## src/rtl/plmb_pkg.sv

```systemverilog
package plmb_pkg;
  localparam int LBL_W  = 8;
  localparam int WORD_W = 32;
  localparam int NSLOT  = 3;

  typedef enum logic [1:0] {
    RD_NONE  = 2'd0,
    RD_MATCH = 2'd1,
    RD_MBOX  = 2'd2
  } rd_kind_e;

  typedef enum logic {
    CS_IDLE = 1'b0,
    CS_LOAD = 1'b1
  } cmd_state_e;
endpackage

```

## src/rtl/plmb_cmd_dec.sv

```systemverilog
module plmb_cmd_dec
  import plmb_pkg::*;
#(
  parameter int          NSLOT_P    = 3,
  parameter int          BYTE_W     = 8,
  parameter logic [7:0]  OP_LOAD    = 8'h18,
  parameter logic [7:0]  OP_RDM     = 8'h9C,
  parameter logic [7:0]  OP_MB_BASE = 8'hA4,
  parameter int          OP_MB_STEP = 4,
  localparam int         SLOT_W     = (NSLOT_P > 1) ? $clog2(NSLOT_P) : 1
) (
  input  logic               clk,
  input  logic               rst_n,
  input  logic               cmd_vld,
  input  logic               cmd_first,
  input  logic [BYTE_W-1:0]  cmd_byte,
  output logic [NSLOT_P-1:0] mw_en,
  output logic [BYTE_W-1:0]  mw_byte,
  output rd_kind_e           rd_kind,
  output logic [SLOT_W-1:0]  rd_slot,
  output logic [NSLOT_P-1:0] mb_clr
);
  localparam logic [SLOT_W-1:0] LAST = SLOT_W'(NSLOT_P - 1);

  cmd_state_e        state_q, state_d;
  logic [SLOT_W-1:0] idx_q, idx_d;

  assign mw_byte = cmd_byte;

  always_comb begin
    state_d = state_q;
    idx_d   = idx_q;
    mw_en   = '0;
    rd_kind = RD_NONE;
    rd_slot = '0;
    mb_clr  = '0;
    if (cmd_vld) begin
      if (cmd_first) begin
        state_d = CS_IDLE;
        idx_d   = '0;
        if (cmd_byte == OP_LOAD) begin
          state_d = CS_LOAD;
        end else if (cmd_byte == OP_RDM) begin
          rd_kind = RD_MATCH;
        end else begin
          for (int k = 0; k < NSLOT_P; k++) begin
            if (cmd_byte == BYTE_W'(int'(OP_MB_BASE) + k * OP_MB_STEP)) begin
              rd_kind   = RD_MBOX;
              rd_slot   = k[SLOT_W-1:0];
              mb_clr[k] = 1'b1;
            end
          end
        end
      end else if (state_q == CS_LOAD) begin
        mw_en[NSLOT_P - 1 - int'(idx_q)] = 1'b1;
        if (idx_q == LAST) begin
          state_d = CS_IDLE;
          idx_d   = '0;
        end else begin
          idx_d = idx_q + 1'b1;
        end
      end
    end
  end

  always_ff @(posedge clk or negedge rst_n) begin
    if (!rst_n) begin
      state_q <= CS_IDLE;
      idx_q   <= '0;
    end else begin
      state_q <= state_d;
      idx_q   <= idx_d;
    end
  end

  // a load sequence never walks past the last slot
  p_load_idx_r2: assert property (@(posedge clk) disable iff (!rst_n)
    (state_q == CS_LOAD) |-> (idx_q <= LAST));

  // a data byte with no load in progress writes nothing
  p_stray_byte_r10: assert property (@(posedge clk) disable iff (!rst_n)
    (cmd_vld && !cmd_first && state_q == CS_IDLE) |-> (mw_en == '0));
endmodule

```

## src/rtl/plmb_match_bank.sv

```systemverilog
module plmb_match_bank #(
  parameter int NSLOT_P = 3,
  parameter int LBL_W_P = 8,
  parameter int WORD_P  = 32
) (
  input  logic                       clk,
  input  logic                       rst_n,
  input  logic [NSLOT_P-1:0]         wr_en,
  input  logic [LBL_W_P-1:0]         wr_byte,
  input  logic                       rx_vld,
  input  logic                       cap_en,
  input  logic [WORD_P-1:0]          rx_word,
  output logic [NSLOT_P*LBL_W_P-1:0] match_flat,
  output logic [NSLOT_P-1:0]         hit
);
  logic [LBL_W_P-1:0] rx_lbl;
  logic               cap_go;

  assign rx_lbl = rx_word[LBL_W_P-1:0];
  assign cap_go = rx_vld & cap_en;

  for (genvar i = 0; i < NSLOT_P; i++) begin : g_slot
    logic [LBL_W_P-1:0] m_q, m_d;

    always_comb begin
      m_d = m_q;
      if (wr_en[i]) m_d = wr_byte;
    end

    always_ff @(posedge clk or negedge rst_n) begin
      if (!rst_n) m_q <= '0;
      else        m_q <= m_d;
    end

    assign match_flat[i*LBL_W_P +: LBL_W_P] = m_q;
    assign hit[i] = cap_go & (rx_lbl == m_q);
  end

  // without a write strobe from the decoder, every match value holds
  p_match_hold_r10: assert property (@(posedge clk) disable iff (!rst_n)
    (wr_en == '0) |=> $stable(match_flat));
endmodule

```

## src/rtl/plmb_mbox_slot.sv

```systemverilog
module plmb_mbox_slot #(
  parameter int DATA_W = 24
) (
  input  logic              clk,
  input  logic              rst_n,
  input  logic              cap,
  input  logic [DATA_W-1:0] cap_data,
  input  logic              rd_clr,
  output logic [DATA_W-1:0] data_q,
  output logic              flag_q
);
  logic [DATA_W-1:0] data_d;
  logic              flag_d;

  always_comb begin
    data_d = data_q;
    flag_d = flag_q;
    if (rd_clr) flag_d = 1'b0;
    if (cap) begin
      data_d = cap_data;
      flag_d = 1'b1;
    end
  end

  always_ff @(posedge clk or negedge rst_n) begin
    if (!rst_n) begin
      data_q <= '0;
      flag_q <= 1'b0;
    end else begin
      data_q <= data_d;
      flag_q <= flag_d;
    end
  end

  // a capture always leaves the flag set, even during a read
  p_flag_set_r4: assert property (@(posedge clk) disable iff (!rst_n)
    cap |=> flag_q);

  // a read with no capture clears the flag
  p_flag_clr_r7: assert property (@(posedge clk) disable iff (!rst_n)
    (rd_clr && !cap) |=> !flag_q);

  // contents change only on a capture
  p_data_hold_r9: assert property (@(posedge clk) disable iff (!rst_n)
    !cap |=> $stable(data_q));
endmodule

```

## src/rtl/plmb_rd_mux.sv

```systemverilog
module plmb_rd_mux
  import plmb_pkg::*;
#(
  parameter int NSLOT_P = 3,
  parameter int LBL_W_P = 8,
  parameter int DATA_W  = 24,
  localparam int SLOT_W = (NSLOT_P > 1) ? $clog2(NSLOT_P) : 1
) (
  input  logic                       clk,
  input  logic                       rst_n,
  input  rd_kind_e                   rd_kind,
  input  logic [SLOT_W-1:0]          rd_slot,
  input  logic [NSLOT_P*LBL_W_P-1:0] match_flat,
  input  logic [NSLOT_P*DATA_W-1:0]  mb_flat,
  output logic                       rd_vld,
  output logic [DATA_W-1:0]          rd_data
);
  logic              vld_d;
  logic [DATA_W-1:0] data_d;

  always_comb begin
    vld_d  = 1'b0;
    data_d = rd_data;
    case (rd_kind)
      RD_MATCH: begin
        vld_d  = 1'b1;
        data_d = '0;
        for (int i = 0; i < NSLOT_P; i++) begin
          data_d[i*LBL_W_P +: LBL_W_P] = match_flat[i*LBL_W_P +: LBL_W_P];
        end
      end
      RD_MBOX: begin
        vld_d  = 1'b1;
        data_d = mb_flat[int'(rd_slot)*DATA_W +: DATA_W];
      end
      default: begin
        vld_d = 1'b0;
      end
    endcase
  end

  always_ff @(posedge clk or negedge rst_n) begin
    if (!rst_n) begin
      rd_vld  <= 1'b0;
      rd_data <= '0;
    end else begin
      rd_vld  <= vld_d;
      rd_data <= data_d;
    end
  end
endmodule

```

## src/rtl/plmb_capture.sv

```systemverilog
module plmb_capture
  import plmb_pkg::*;
#(
  parameter int RX_UNIT = 0,
  localparam int DATA_W = WORD_W - LBL_W,
  localparam int SLOT_W = (NSLOT > 1) ? $clog2(NSLOT) : 1
) (
  input  logic              clk,
  input  logic              rst_n,
  input  logic              cmd_vld,
  input  logic              cmd_first,
  input  logic [LBL_W-1:0]  cmd_byte,
  input  logic              rx_vld,
  input  logic [WORD_W-1:0] rx_word,
  input  logic              cap_en,
  output logic [NSLOT-1:0]  mb_flag,
  output logic              rd_vld,
  output logic [DATA_W-1:0] rd_data
);
  localparam logic [7:0] OP_LOAD    = (RX_UNIT == 0) ? 8'h18 : 8'h2C;
  localparam logic [7:0] OP_RDM     = (RX_UNIT == 0) ? 8'h9C : 8'hBC;
  localparam logic [7:0] OP_MB_BASE = (RX_UNIT == 0) ? 8'hA4 : 8'hC4;
  localparam int         OP_MB_STEP = 4;

  logic [NSLOT-1:0]        mw_en;
  logic [LBL_W-1:0]        mw_byte;
  rd_kind_e                rd_kind;
  logic [SLOT_W-1:0]       rd_slot;
  logic [NSLOT-1:0]        mb_clr;
  logic [NSLOT*LBL_W-1:0]  match_flat;
  logic [NSLOT-1:0]        hit;
  logic [NSLOT*DATA_W-1:0] mb_flat;

  plmb_cmd_dec #(
    .NSLOT_P(NSLOT), .BYTE_W(LBL_W), .OP_LOAD(OP_LOAD), .OP_RDM(OP_RDM),
    .OP_MB_BASE(OP_MB_BASE), .OP_MB_STEP(OP_MB_STEP)
  ) u_dec (
    .clk(clk), .rst_n(rst_n), .cmd_vld(cmd_vld), .cmd_first(cmd_first),
    .cmd_byte(cmd_byte), .mw_en(mw_en), .mw_byte(mw_byte),
    .rd_kind(rd_kind), .rd_slot(rd_slot), .mb_clr(mb_clr)
  );

  plmb_match_bank #(.NSLOT_P(NSLOT), .LBL_W_P(LBL_W), .WORD_P(WORD_W)) u_bank (
    .clk(clk), .rst_n(rst_n), .wr_en(mw_en), .wr_byte(mw_byte),
    .rx_vld(rx_vld), .cap_en(cap_en), .rx_word(rx_word),
    .match_flat(match_flat), .hit(hit)
  );

  for (genvar i = 0; i < NSLOT; i++) begin : g_mbox
    plmb_mbox_slot #(.DATA_W(DATA_W)) u_slot (
      .clk(clk), .rst_n(rst_n), .cap(hit[i]),
      .cap_data(rx_word[WORD_W-1:LBL_W]), .rd_clr(mb_clr[i]),
      .data_q(mb_flat[i*DATA_W +: DATA_W]), .flag_q(mb_flag[i])
    );
  end

  plmb_rd_mux #(.NSLOT_P(NSLOT), .LBL_W_P(LBL_W), .DATA_W(DATA_W)) u_rd (
    .clk(clk), .rst_n(rst_n), .rd_kind(rd_kind), .rd_slot(rd_slot),
    .match_flat(match_flat), .mb_flat(mb_flat),
    .rd_vld(rd_vld), .rd_data(rd_data)
  );

  // a read-back opcode yields a valid pulse on the next cycle
  p_rd_lat_r3: assert property (@(posedge clk) disable iff (!rst_n)
    (cmd_vld && cmd_first && cmd_byte == OP_RDM) |=> rd_vld);

  // no opcode, no read pulse
  p_no_spur_r10: assert property (@(posedge clk) disable iff (!rst_n)
    !(cmd_vld && cmd_first) |=> !rd_vld);

  // capture disabled leaves every mailbox untouched
  p_cap_off_r5: assert property (@(posedge clk) disable iff (!rst_n)
    !cap_en |=> $stable(mb_flat));

  // a flag only rises after a strobed, enabled word
  p_flag_cause_r4: assert property (@(posedge clk) disable iff (!rst_n)
    (mb_flag != $past(mb_flag) && (mb_flag & ~$past(mb_flag)) != '0)
      |-> $past(rx_vld && cap_en));
endmodule

```

## config.mk

```make
export PLATFORM = sky130hd
export DESIGN_NAME = plmb_capture
export DESIGN_NICKNAME = d
export VERILOG_FILES = /design/src/rtl/plmb_pkg.sv /design/src/rtl/plmb_cmd_dec.sv /design/src/rtl/plmb_match_bank.sv /design/src/rtl/plmb_mbox_slot.sv /design/src/rtl/plmb_rd_mux.sv /design/src/rtl/plmb_capture.sv
export SDC_FILE = /design/constraint.sdc
export NUM_CORES = 1
export LEC_CHECK = 0
export ABC_CLOCK_PERIOD_IN_PS = 3900
export BUFFER_PORTS_ARGS = -buffer_cell sky130_fd_sc_hd__clkbuf_2
export CORE_MARGIN = 2
export CORE_UTILIZATION = 55
export CTS_CLUSTER_SIZE = 12
export DETAILED_ROUTE_END_ITERATION = 8
export HOLD_SLACK_MARGIN = 0.03
export PLACE_DENSITY = 0.77
export SYNTH_ARGS = -nofsm -noshare
export SYNTH_HDL_FRONTEND = slang
export SYNTH_SLANG_ARGS = --single-unit
export TNS_END_PERCENT = 10
```

## constraint.sdc

```tcl
create_clock -name clk -period 3.9 [get_ports clk]
set_input_delay 0.39 -clock clk [delete_from_list [all_inputs] [get_ports clk]]
set_output_delay 0.39 -clock clk [all_outputs]
set_load 0.02 [all_outputs]
```

After elaboration in Yosys (flattened, before gate mapping)

Index checks and enable logic that the tools add are counted.

Bits of input ports: 46
Register bits after elaboration: 127

Reductions and logical operators: 8
$mul: 1
Equality and inequality tests: 11
Mux-type cells: 40
$add $sub $neg: 2
Bitwise logic cells: 4
Shift-type cells: 1
$lt $le $gt $ge: 2

Operators by type and width:

| kind                  | count |
|---|---|
| $shiftx A72 B32 Y24   | 1 |
| $pmux W24 S2          | 1 |
| $eq A8 B8 Y1 const B  | 4 |
| $ge A32 B1 Y1 const B | 1 |
| $lt A32 B4 Y1 const B | 1 |
| $mux W2               | 15 |
| $eq A8 B8 Y1          | 3 |
| $mux W3               | 7 |
| $mux W1               | 16 |
| $reduce_bool A2 Y1    | 5 |
| $eq A8 B5 Y1 const B  | 1 |
| $and A1 B1 Y1         | 4 |
| $eq A2 B2 Y1 const B  | 2 |
| $mul A2 B2 Y4 const B | 1 |
| $sub A2 B2 Y3 const A | 1 |
| $add A2 B1 Y2 const B | 1 |
| $demux W1 S2          | 1 |
| $eq A2 B1 Y1 const B  | 1 |
| $reduce_and A2 Y1     | 1 |
| $reduce_or A2 Y1      | 1 |
| $logic_and A1 B1 Y1   | 1 |

Depth between registers and ports, before layout

Gate-level depths: netlist of run 1.

Depth in word-level cells: 11
Gate-level depth with buffers: 11

Hierarchy

A second synthesis of run 1 with hierarchy kept.

Cell total of the unflattened synthesis: 478
Area total of the unflattened synthesis: 6257.3 µm²

Modules (own cells, without submodules):

| module          | times used | seq. area each (µm²) | cells an instance | area each (µm²) |
|---|---|---|---|---|
| plmb_mbox_slot  | 3          | 625.6                | 54                | 1029.7 |
| plmb_rd_mux     | 1          | 625.6                | 191               | 1675.4 |
| plmb_match_bank | 1          | 600.6                | 85                | 1158.6 |
| plmb_cmd_dec    | 1          | 75.1                 | 40                | 334.1 |

Worst setup path after synthesis of run 1

OpenSTA, ideal clock, no wires.

Path type: in2reg
From: input cmd_byte[6]
To: register u_rd.rd_data[3]
Data required time: 3.824 ns
Arrival time: 2.579 ns
Stages: 11
Path slack: 1.244 ns
Setup time: 0.076 ns
Path buffers: 2
Path through: nand3b_1 > nor3b_1 > and4_2 > nand2_1 > ha_1 > clkbuf_1 > nand2b_1 > nor4_2 > clkbuf_8 > a222oi_1 > o21ai_1

Word-level cells in the longest chain between the ends: 10
Elaborated cells between the ends (all ways): 24

Ends and longest elaborated chain:

| element                                                   | line                                   | text |
|---|---|---|
| start, declared                                           | plmb_capture.sv:12                     | `input logic [LBL_W-1:0] cmd_byte,` |
| $eq A8 B8 Y1                                              | plmb_cmd_dec.sv:47                     | `if (cmd_byte == BYTE_W'(int'(OP_MB_BASE) + k * OP_MB_STEP)) begin` |
| $mux W1 / $mux W2 (equally long branches)                 | plmb_cmd_dec.sv:47                     |  |
| $mux W2                                                   | plmb_cmd_dec.sv:47                     |  |
| $mux W2, on equally long branches                         | plmb_cmd_dec.sv:43, plmb_cmd_dec.sv:47 |  |
| $mux W2, on equally long branches                         | plmb_cmd_dec.sv:41, plmb_cmd_dec.sv:43 |  |
| $mux W2, on equally long branches                         | plmb_cmd_dec.sv:38, plmb_cmd_dec.sv:41 |  |
| $mux W2, on equally long branches                         | plmb_cmd_dec.sv:37, plmb_cmd_dec.sv:38 |  |
| $mul A2 B2 Y4 / $mux W2 (equally long branches)           | plmb_rd_mux.sv:34, plmb_cmd_dec.sv:37  |  |
| $shiftx A72 B32 Y24, or another cell as far along         | plmb_rd_mux.sv:34                      | `data_d = mb_flat[int'(rd_slot)*DATA_W +: DATA_W];` |
| $pmux W24 S2 / $reduce_bool A2 Y1 (equally long branches) | -                                      |  |
| end signal, assigned                                      | plmb_rd_mux.sv:48                      | `rd_data <= data_d;` |
| end, declared                                             | plmb_rd_mux.sv:16                      | `output logic [DATA_W-1:0] rd_data` |

Parallel ways exist; a longest one is shown, timed or not.
A chain may end at the register's enable or synchronous reset.

Final worst setup path of run 1

From: input cmd_byte[6]
To: register u_rd.rd_data[9]

Same word-level chain as after synthesis.

==> impl_metrics.json, run 1 <==
{
  "io_pins": 74,
  "crit_cells": 11,
  "diodes": 0,
  "drcViolationCount": 0,
  "hold_viol": 0,
  "crit_family": "simple AND/OR/NAND/NOR gates",
  "ys_ff_latch": 127,
  "grt_pass1_vias": 3879,
  "grt_max_degree": 86,
  "synth_warnings": 0,
  "drt-pass1-iter-count": 6,
  "rows": 37,
  "clkTransAtPathRegs_ns": 0.06,
  "synth_cells": 392,
  "cp.required_ns": 4.35,
  "hold_buffers": 0,
  "track_usage_pct": 24.9,
  "fin_crit_sh_pct": 72.9,
  "setup-tns-final_ns": 0,
  "vias_per_cell": 5.88,
  "crit_path_end_kind": "register",
  "leakagePower_uw": 0.00327,
  "syn_nets": 439,
  "synth_top_area_share_pct": 56.1,
  "syn_area_per_cell_um2": 14.4,
  "grt_pass1_wl_um": 20800,
  "layout-drive-gt1-share_pct": 47.4,
  "cap_violations": 0,
  "drtAntennaViolNets": 0,
  "root_buffer": "clkbuf_8",
  "nFillCells": 750,
  "ys_seq_area_share_pct": 56.1,
  "chipWidth_um": 105,
  "criticalPathCategory": "in -> reg",
  "core_um2": 10100,
  "numPortBuffers": 73,
  "h-tree-depth": 4,
  "crit_path_top_delay_cell": "ha_1",
  "synthesis.area_um2": 5660,
  "wirelength_um": 12600,
  "synth_largest_area_cell": "dfrtp_1",
  "fmax_ghz": 0.352,
  "hp-class": "in -> async",
  "vias": 3640,
  "wl_per_cell_um": 20.4,
  "rr_worst_depth": 5,
  "ys_types": 40,
  "multi_input_area_um2": 2280,
  "die-area_um2": 11100,
  "relSlewSlack_pct": 29.9,
  "cts-root-to-sink-buffers": 2,
  "final.min_clock_period_ns": 2.84,
  "final_area_um2": 6650,
  "startpoint_type": "primary input",
  "ir_drop_mv": 0.448,
  "antenna_found_initial": 0,
  "ys_top_cells_by_count": "dfrtp_1 (127), mux2_2 (89), mux2i_1 (24)",
  "power_uw": 2920,
  "synthTopCellsByArea": "dfrtp_1 (56%), mux2_2 (18%), mux2i_1 (4.2%)",
  "synth.most_common_cell": "dfrtp_1",
  "worst-path-buf-inv": 2,
  "ff_latch_area_um2": 3180,
  "cts-resized-gates": 0,
  "setup_viol": 0,
  "drt-initial-drc-count": 295,
  "place_hpwl_um": 8700,
  "gp_congestion": 0.871,
  "insertion_delay_ns": 0.53,
  "nets": 518,
  "die_h_um": 105,
  "synthArstFlopShare_pct": 100,
  "area_growth_pct": 17.3,
  "cts.sinks": 127,
  "place_inst": 588,
  "cts_inserted_buffers": 17,
  "grt_overflow_total": 0,
  "synth_edf_count": 0,
  "final_cells": 619,
  "power_density_nw_per_um2": 440,
  "rsz0062_at_grt": "false",
  "crit_fanout": 16,
  "worst_pin_slew_ns": 1.05,
  "placed_area_um2": 6100,
  "crit_chain": "clkbuf_2, nand3b_1, nor3b_1, and4_2, nand2_1, ha_1, nand2b_1, nor4_4, buf_4, a222oi_1, o21ai_2",
  "status": "complete, no violations",
  "rrSetupSlack_ns": 1.53,
  "cts_setup_buffers": 0,
  "initial_core_util_pct": 55.9,
  "ys.flop_type": "dfrtp_1",
  "slew_viol_final": 0,
  "cpPeakStageDelay_ns": 0.48,
  "cts_tree": "built",
  "clock_skew_ns": 0.00697,
  "arrival_ns": 3.30
}
==> report_power, final <==
| part | internal [µW] | switching (µW) |
|---|---|---|
| Clock | 858 | 580 |
| Combinational | 52.2 | 76.1 |
| Sequential | 1340 | 15.4 |
| Total | 2250 | 671 |
==> sequential cells by signal (all words and copies together), names as in the netlist <==
register and flops:
g_mbox.u_slot.data_q 72, u_bank.g_slot.m_q 24, u_rd.rd_data 24, g_mbox.u_slot.flag_q 3, u_dec.idx_q 2, u_dec.state_q 1, u_rd.rd_vld 1
==> stage by stage <==
| step | utilization (%) | hold slack (ns) | setup WS, ns |
|---|---|---|---|
| after CTS | 65.5 | 0.0893 | 1.12 |
| after global placement | 60.2 | 0.479 | 0.806 |
| after detailed placement | 60.2 | 0.488 | 0.664 |
| final | 65.5 | 0.0368 | 1.06 |
| after floorplan | - | 0.0944 | 1.24 |
| after global routing | 65.5 | 0.112 | 0.876 |
==> layout make-up <==
type | count | area share [%]
timing repair buffer | 84 | 6.97
tap | 136 | 2.56
sequential | 127 | 47.8
inverter | 2 | 0.113
clock buffer | 18 | 6.44
clock inverter | 13 | 1.79
multi-input combinational | 239 | 34.3
==> layer usage <==
| layer | track usage [%] | up-vias | wire length, µm |
|---|---|---|---|
| met3 | 5.44 | 23 | 708 |
| met1 | 33.1 | 1857 | 5320 |
| met2 | 39.2 | 124 | 6320 |
| met4 | 11.8 | 0 | 267 |
| met5 | 0 | - | 0 |
| li1 | - | 1636 | - |
==> worst reg2reg max path, stage by stage (launching register included) <==
cell,delay (ns)
dfrtp_1,0.41
xnor2_1,0.17
nand3_1,0.09
or4_1,0.91
buf_4,0.38
mux2_2,0.29
==> final timing paths <==
check / start / end
worst max-delay path: cmd_byte[6] / u_rd.rd_data[9]
max in group asynchronous: rst_n / g_mbox[0].u_slot.data_q[3]
worst max register to register: u_bank.g_slot[1].m_q[7] / g_mbox[1].u_slot.data_q[23]
worst min register to register: g_mbox[2].u_slot.data_q[19] / g_mbox[2].u_slot.data_q[19]
worst min-delay path: rst_n / g_mbox[2].u_slot.data_q[16]
min in group clk: rx_word[22] / g_mbox[2].u_slot.data_q[14]
==> cell families after synthesis <==
kind of cell               share of synthesized area (%)
DFF                                                 56.1
muxes                                               23.3
AOI/OAI and AO/OA                                   8.37
and+or+nand+nor                                     4.46
buffers and inverters                               3.78
xor gates and xnor gates                            3.71
adders and majority gates                          0.221
==> placed cells by master, fill, tap and decap left out, types with 2 or more instances in the layout <==
| master | instances |
|---|---|
| nor2_1 | 4 |
| inv_1 | 2 |
| o21ai_2 | 19 |
| clkinv_2 | 4 |
| mux2_2 | 89 |
| mux2_1 | 7 |
| clkbuf_8 | 2 |
| nand2_1 | 9 |
| nor3b_1 | 2 |
| nand3_1 | 4 |
| nor2b_1 | 2 |
| xor2_1 | 3 |
| a222oi_1 | 23 |
| buf_4 | 11 |
| xnor2_1 | 21 |
| nand3b_1 | 3 |
| or4_1 | 3 |
| mux2i_1 | 24 |
| clkbuf_16 | 16 |
| o21ai_1 | 5 |
| o21ai_0 | 3 |
| nand4_1 | 3 |
| clkbuf_2 | 72 |
| clkinv_4 | 7 |
| dfrtp_1 | 127 |
(Power assumes the default switching activity.)
==> run 2: changes to the inputs <==
--- a/config.mk
+++ b/config.mk
@@ -5,14 +5,14 @@
 export SDC_FILE = /design/constraint.sdc
 export NUM_CORES = 1
 export LEC_CHECK = 0
-export ABC_CLOCK_PERIOD_IN_PS = 3900
+export ABC_CLOCK_PERIOD_IN_PS = 2400
 export BUFFER_PORTS_ARGS = -buffer_cell sky130_fd_sc_hd__clkbuf_2
 export CORE_MARGIN = 2
-export CORE_UTILIZATION = 55
+export CORE_UTILIZATION = 52
 export CTS_CLUSTER_SIZE = 12
 export DETAILED_ROUTE_END_ITERATION = 8
 export HOLD_SLACK_MARGIN = 0.03
-export PLACE_DENSITY = 0.77
+export PLACE_DENSITY = 0.76
 export SYNTH_ARGS = -nofsm -noshare
 export SYNTH_HDL_FRONTEND = slang
 export SYNTH_SLANG_ARGS = --single-unit
==> constraint.sdc (replaced) <==
create_clock -name clk -period 2.4 [get_ports clk]
set_input_delay 0.24 -clock clk [delete_from_list [all_inputs] [get_ports clk]]
set_output_delay 0.24 -clock clk [all_outputs]
set_load 0.02 [all_outputs]
==> impl_metrics.json, run 2 (synthesis results as in run 1) <==
{
  "p_clk_share_pct": 50.9,
  "drtAntennaViolNets": 0,
  "switching_share_pct": 20.3,
  "drcViolationCount": 0,
  "cp.required_ns": 2.80,
  "final_cells": 665,
  "hp-start": "cmd_byte[7]",
  "cap_violations": 0,
  "power_uw": 5020,
  "grt_pass1_vias": 4059,
  "grt_overflow_total": 0,
  "grt_pass1_wl_um": 21300,
  "rr_worst_depth": 5,
  "worst_pin_slew_ns": 0.766,
  "drt-pass1-iter-count": 6,
  "hold_viol": 0,
  "multi_input_area_um2": 2280,
  "antenna_found_initial": 0,
  "ir_drop_mv": 0.434,
  "wirelength_um": 13200,
  "die-area_um2": 11700,
  "grt_max_degree": 58,
  "p_int_uw": 4000,
  "arrival_ns": 2.39,
  "diodes": 0,
  "vias": 3801,
  "core_um2": 10700,
  "cts_tree": "built",
  "die_h_um": 108,
  "largest_reg_flops": 72,
  "io_pins": 74,
  "drt-initial-drc-count": 328,
  "root_buffer": "clkbuf_8",
  "worst_hold_slack_ns": 0.0682,
  "clkTransAtPathRegs_ns": 0.06,
  "cts-resized-gates": 0,
  "status": "complete, no violations",
  "switchingPower_uw": 1020,
  "final_cell_mix": "dfrtp_1 (127), mux2_2 (89), clkbuf_2 (72), dlygate4sd3_1 (26), mux2i_1 (24)",
  "rr_startpoint": "u_bank.g_slot[2].m_q[6]",
  "insertion_delay_ns": 0.52,
  "hp-class": "in -> reg",
  "nets": 559,
  "hold_depth": 2,
  "relSlewSlack_pct": 48.6,
  "leakagePower_uw": 0.00350,
  "worst-path-buf-inv": 1,
  "vias_per_cell": 5.72,
  "clock_skew_ns": 0.00840,
  "numPortBuffers": 73,
  "place_inst": 607,
  "cts-root-to-sink-buffers": 2,
  "wl_per_cell_um": 19.8,
  "cts.sinks": 127,
  "pwr-share-seq_pct": 44.0,
  "chipWidth_um": 108,
  "area_growth_pct": 25.8,
  "gp_congestion": 0.893,
  "reg_top3": "g_mbox.u_slot.data_q (72), u_bank.g_slot.m_q (24), u_rd.rd_data (24)",
  "crit_path_end_kind": "register",
  "crit_chain": "xnor2_1, nand3_1, or4_1, buf_4, mux2_1",
  "crit_fanout": 13,
  "cpPeakStageDelay_ns": 0.55,
  "track_usage_pct": 24.8,
  "initial_core_util_pct": 52.7,
  "hold_path_end": "u_bank.g_slot[1].m_q[7]",
  "fin_crit_sh_pct": 82.7,
  "reg2reg_to": "g_mbox[2].u_slot.data_q[16]",
  "rsz0062_at_grt": "false",
  "criticalPathCategory": "reg -> reg",
  "final_common_cell": "dfrtp_1",
  "power_density_nw_per_um2": 705,
  "crit_family": "simple AND/OR/NAND/NOR gates",
  "layout-drive-gt1-share_pct": 46.3,
  "cts_inserted_buffers": 17,
  "nFillCells": 817,
  "crit_path_top_delay_cell": "or4_1",
  "rrSetupSlack_ns": 0.42,
  "slew_viol_final": 0,
  "place_hpwl_um": 9190,
  "combinationalPowerShare_pct": 5.1,
  "fin_util_pct": 66.3,
  "rows": 38,
  "h-tree-depth": 4,
  "dp_worst_setup_slack_ns": -0.0193,
  "regMostFlops": "g_mbox.u_slot.data_q",
  "ff_latch_area_um2": 3180,
  "setup_viol": 0,
  "final.min_clock_period_ns": 1.98,
  "fmax_ghz": 0.504,
  "startpoint_type": "register",
  "fin_ws_ns": 0.416
}
[run 2: cell types whose count changed in the layout (fill, tap and decap cells not counted)]
| cell | change |
|---|---|
| nor3b_2 | +1 |
| buf_12 | +3 |
| clkbuf_8 | +7 |
| clkbuf_1 | +3 |
| clkinvlp_4 | -1 |
| buf_4 | +12 |
| clkinv_2 | -2 |
| bufinv_16 | +1 |
| dlygate4sd3_1 | +26 |
| clkinv_4 | -7 |
| nor3b_1 | -1 |
[run 2: repair_timing]
item | CTS | global route
hold buffers | 26 | 0
setup buffers | 0 | 0
hold endpoints to repair | 108 | 0
[run 2: worst max path at each step]
stage | startpoint | end | slack [ns] | cells after the start
final | u_bank.g_slot[2].m_q[6] | g_mbox[2].u_slot.data_q[16] | 0.42 | 5
after global routing | u_bank.g_slot[2].m_q[6] | g_mbox[2].u_slot.data_q[16] | 0.35 | 5
after CTS | u_bank.g_slot[2].m_q[6] | g_mbox[2].u_slot.data_q[16] | 0.42 | 5
after detailed placement | cmd_byte[6] | u_rd.rd_data[14] | -0.02 | 11
after global placement | cmd_byte[6] | u_rd.rd_data[20] | 0.05 | 11
after floorplan | cmd_byte[6] | u_rd.rd_data[14] | 0.01 | 11
[run 2: area by class of cell]
cell class / instances / area share, %
tap: 140 / 2.46
clock inverter: 4 / 0.983
inverter: 2 / 0.105
sequential: 127 / 44.6
timing repair buffer: 125 / 12.3
clock buffer: 28 / 7.52
multi-input combinational: 239 / 32.1
[run 2: routing by layer]
layer	part of all wire, %	GRT usage [%]
met1	43	32.2
met2	50	40.7
met3	5.4	5.85
met4	1.9	9.80
met5	0	0
[run 2: per-stage QoR]
step | cell area (µm²) | setup TNS (ns)
3_5_place_dp | 6260 | -0.0360
5_1_grt | 7120 | 0
2_1_floorplan | 5680 | 0
4_1_cts | 7120 | 0
3_3_place_gp | 6260 | 0
6_report | 7120 | 0
[run 2: power groups by stage]
stage	sequential, µW	combinational (µW)	clock, µW
finish	2210	255	2560
global route	2210	280	2700
global placement	2240	217	0
detailed placement	2250	224	0
floorplan	2240	85.2	0
CTS	2210	258	2590
==> run 3: changes to the inputs <==
--- a/config.mk
+++ b/config.mk
@@ -5,14 +5,14 @@
 export SDC_FILE = /design/constraint.sdc
 export NUM_CORES = 1
 export LEC_CHECK = 0
-export ABC_CLOCK_PERIOD_IN_PS = 2400
+export ABC_CLOCK_PERIOD_IN_PS = 2100
 export BUFFER_PORTS_ARGS = -buffer_cell sky130_fd_sc_hd__clkbuf_2
 export CORE_MARGIN = 2
-export CORE_UTILIZATION = 52
+export CORE_UTILIZATION = 55
 export CTS_CLUSTER_SIZE = 12
 export DETAILED_ROUTE_END_ITERATION = 8
 export HOLD_SLACK_MARGIN = 0.03
-export PLACE_DENSITY = 0.76
+export PLACE_DENSITY = 0.77
 export SYNTH_ARGS = -nofsm -noshare
 export SYNTH_HDL_FRONTEND = slang
 export SYNTH_SLANG_ARGS = --single-unit
==> constraint.sdc (replaced) <==
create_clock -name clk -period 2.1 [get_ports clk]
set_input_delay 0.21 -clock clk [delete_from_list [all_inputs] [get_ports clk]]
set_output_delay 0.21 -clock clk [all_outputs]
set_load 0.02 [all_outputs]
==> impl_metrics.json, run 3 (synthesis results as in run 1) <==
{
  "grt_pass1_wl_um": 22100,
  "cap_violations": 0,
  "rsz0062_at_grt": "false",
  "switchingPower_uw": 1210,
  "hold_viol": 0,
  "area_growth_pct": 29.3,
  "nets": 574,
  "grt_max_degree": 42,
  "rows": 37,
  "largest_reg_flops": 72,
  "die-area_um2": 11100,
  "final.min_clock_period_ns": 1.99,
  "ir_drop_mv": 0.528,
  "core_um2": 10100,
  "combinationalPowerShare_pct": 5.1,
  "drcViolationCount": 0,
  "cp.required_ns": 2.50,
  "antenna_found_initial": 0,
  "final_common_cell": "dfrtp_1",
  "root_buffer": "clkbuf_8",
  "leakagePower_uw": 0.00361,
  "drt-initial-drc-count": 249,
  "crit_chain": "xnor2_1, nand3_1, or4_1, buf_4, mux2_1",
  "vias_per_cell": 5.78,
  "chipWidth_um": 105,
  "diodes": 0,
  "numPortBuffers": 73,
  "arrival_ns": 2.39,
  "gp_congestion": 0.907,
  "wirelength_um": 13500,
  "crit_fanout": 13,
  "regMostFlops": "g_mbox.u_slot.data_q",
  "fin_crit_sh_pct": 94.8,
  "cts-resized-gates": 0,
  "io_pins": 74,
  "worst_pin_slew_ns": 0.583,
  "grt_overflow_total": 0,
  "p_int_uw": 4800,
  "die_h_um": 105,
  "place_hpwl_um": 9330,
  "p_clk_share_pct": 52.9,
  "final_cell_mix": "dfrtp_1 (127), mux2_2 (89), clkbuf_2 (72), buf_4 (35), dlygate4sd3_1 (25)",
  "vias": 3904,
  "clkTransAtPathRegs_ns": 0.06,
  "slew_viol_final": 0,
  "pwr-share-seq_pct": 42.0,
  "power_density_nw_per_um2": 821,
  "drtAntennaViolNets": 0,
  "insertion_delay_ns": 0.52,
  "crit_path_end_kind": "register",
  "status": "complete, no violations",
  "nFillCells": 652,
  "track_usage_pct": 26.5,
  "criticalPathCategory": "reg -> reg",
  "cts_inserted_buffers": 17,
  "fmax_ghz": 0.502,
  "final_area_um2": 7320,
  "worst_hold_slack_ns": 0.0533,
  "crit_path_top_delay_cell": "or4_1",
  "hp-class": "in -> reg",
  "cts-root-to-sink-buffers": 2,
  "startpoint_type": "register",
  "placed_area_um2": 6430,
  "clock_skew_ns": 0.00722,
  "cts_tree": "built",
  "cpPeakStageDelay_ns": 0.56,
  "h-tree-depth": 4,
  "reg_top3": "g_mbox.u_slot.data_q (72), u_bank.g_slot.m_q (24), u_rd.rd_data (24)",
  "grt_pass1_vias": 4151,
  "initial_core_util_pct": 55.9,
  "setup_viol": 0,
  "switching_share_pct": 20.2,
  "relSlewSlack_pct": 61.2,
  "layout-drive-gt1-share_pct": 48.2,
  "drt-pass1-iter-count": 8,
  "cts.sinks": 127,
  "wl_per_cell_um": 20.1
}
run 3: changes by cell type in the layout (fill, tap and decap cells not counted), moves of 2 or more:
cell | previous run | this run
buf_12 | 4 | 8
buf_4 | 23 | 35
bufinv_16 | 2 | 6
clkbuf_8 | 9 | 1
clkinv_2 | 2 | 4
run 3: critical path: cells and delay by family (launching register included):
kind | cells | cell delay, ns
AND/OR/NAND/NOR | 2 | 0.68
XOR/XNOR | 1 | 0.15
multiplexers | 1 | 0.35
buffers and inverters | 1 | 0.25
flip-flops | 1 | 0.43
run 3: power groups by stage:
| stage | Clock (µW) | Sequential (µW) | Combinational (µW) |
|---|---|---|---|
| 2_1_floorplan | 0 | 2560 | 97.7 |
| 3_5_place_dp | 0 | 2570 | 272 |
| 5_1_grt | 3320 | 2530 | 340 |
| 6_report | 3180 | 2530 | 309 |
| 4_1_cts | 3220 | 2520 | 312 |
| 3_3_place_gp | 0 | 2560 | 263 |
run 3: final timing paths:
path                                          from                           to  slack (ns)  depth (start not counted)
setup / recovery           u_bank.g_slot[2].m_q[7]  g_mbox[2].u_slot.data_q[15]        0.11                          5
hold / removal                         cmd_byte[6]      u_bank.g_slot[0].m_q[6]        0.05                          3
setup reg to reg           u_bank.g_slot[2].m_q[7]  g_mbox[2].u_slot.data_q[15]        0.11                          5
hold reg to reg            g_mbox[2].u_slot.flag_q      g_mbox[2].u_slot.flag_q        0.50                          2
max in group asynchronous                    rst_n  g_mbox[0].u_slot.data_q[21]        1.23                          3
min in group asynchronous                    rst_n  g_mbox[1].u_slot.data_q[17]        0.22                          2
run 3: final cells by class:
class	instances	area, µm²	area share, %
flip-flops and latches	127	3180	43.4
multi-input cells	239	2290	31.3
repair buffers	140	1030	14.1
clock buffers	19	422	5.76
clock inverters	12	216	2.96
well taps	136	170	2.32
inverters	2	7.51	0.103
run 3: what timing repair did:
action                                 CTS  global route
hold buffers                            25             0
setup buffers                            0             0
endpoints found under the hold margin  109             0
run 3: through the flow:
step	util, %	total power (µW)	setup TNS, ns	std cells	setup slack (ns)
after floorplan	-	2660	-3.12	392	-0.183
after global placement	63.4	2830	-3.52	619	-0.161
after detailed placement	63.4	2840	-5.76	619	-0.287
after CTS	72.2	6060	0	675	0.142
after global routing	72.2	6190	0	675	0.0357
final	72.2	6010	0	675	0.109
run 3: metal layers:
layer | track usage [%] | vias up | part of all wire (%)
met5 | 0 | - | 0
met4 | 12.0 | 0 | 3.5
met3 | 6.18 | 36 | 5.5
met2 | 43.3 | 124 | 50
met1 | 33.8 | 1982 | 41
li1 | - | 1762 | -
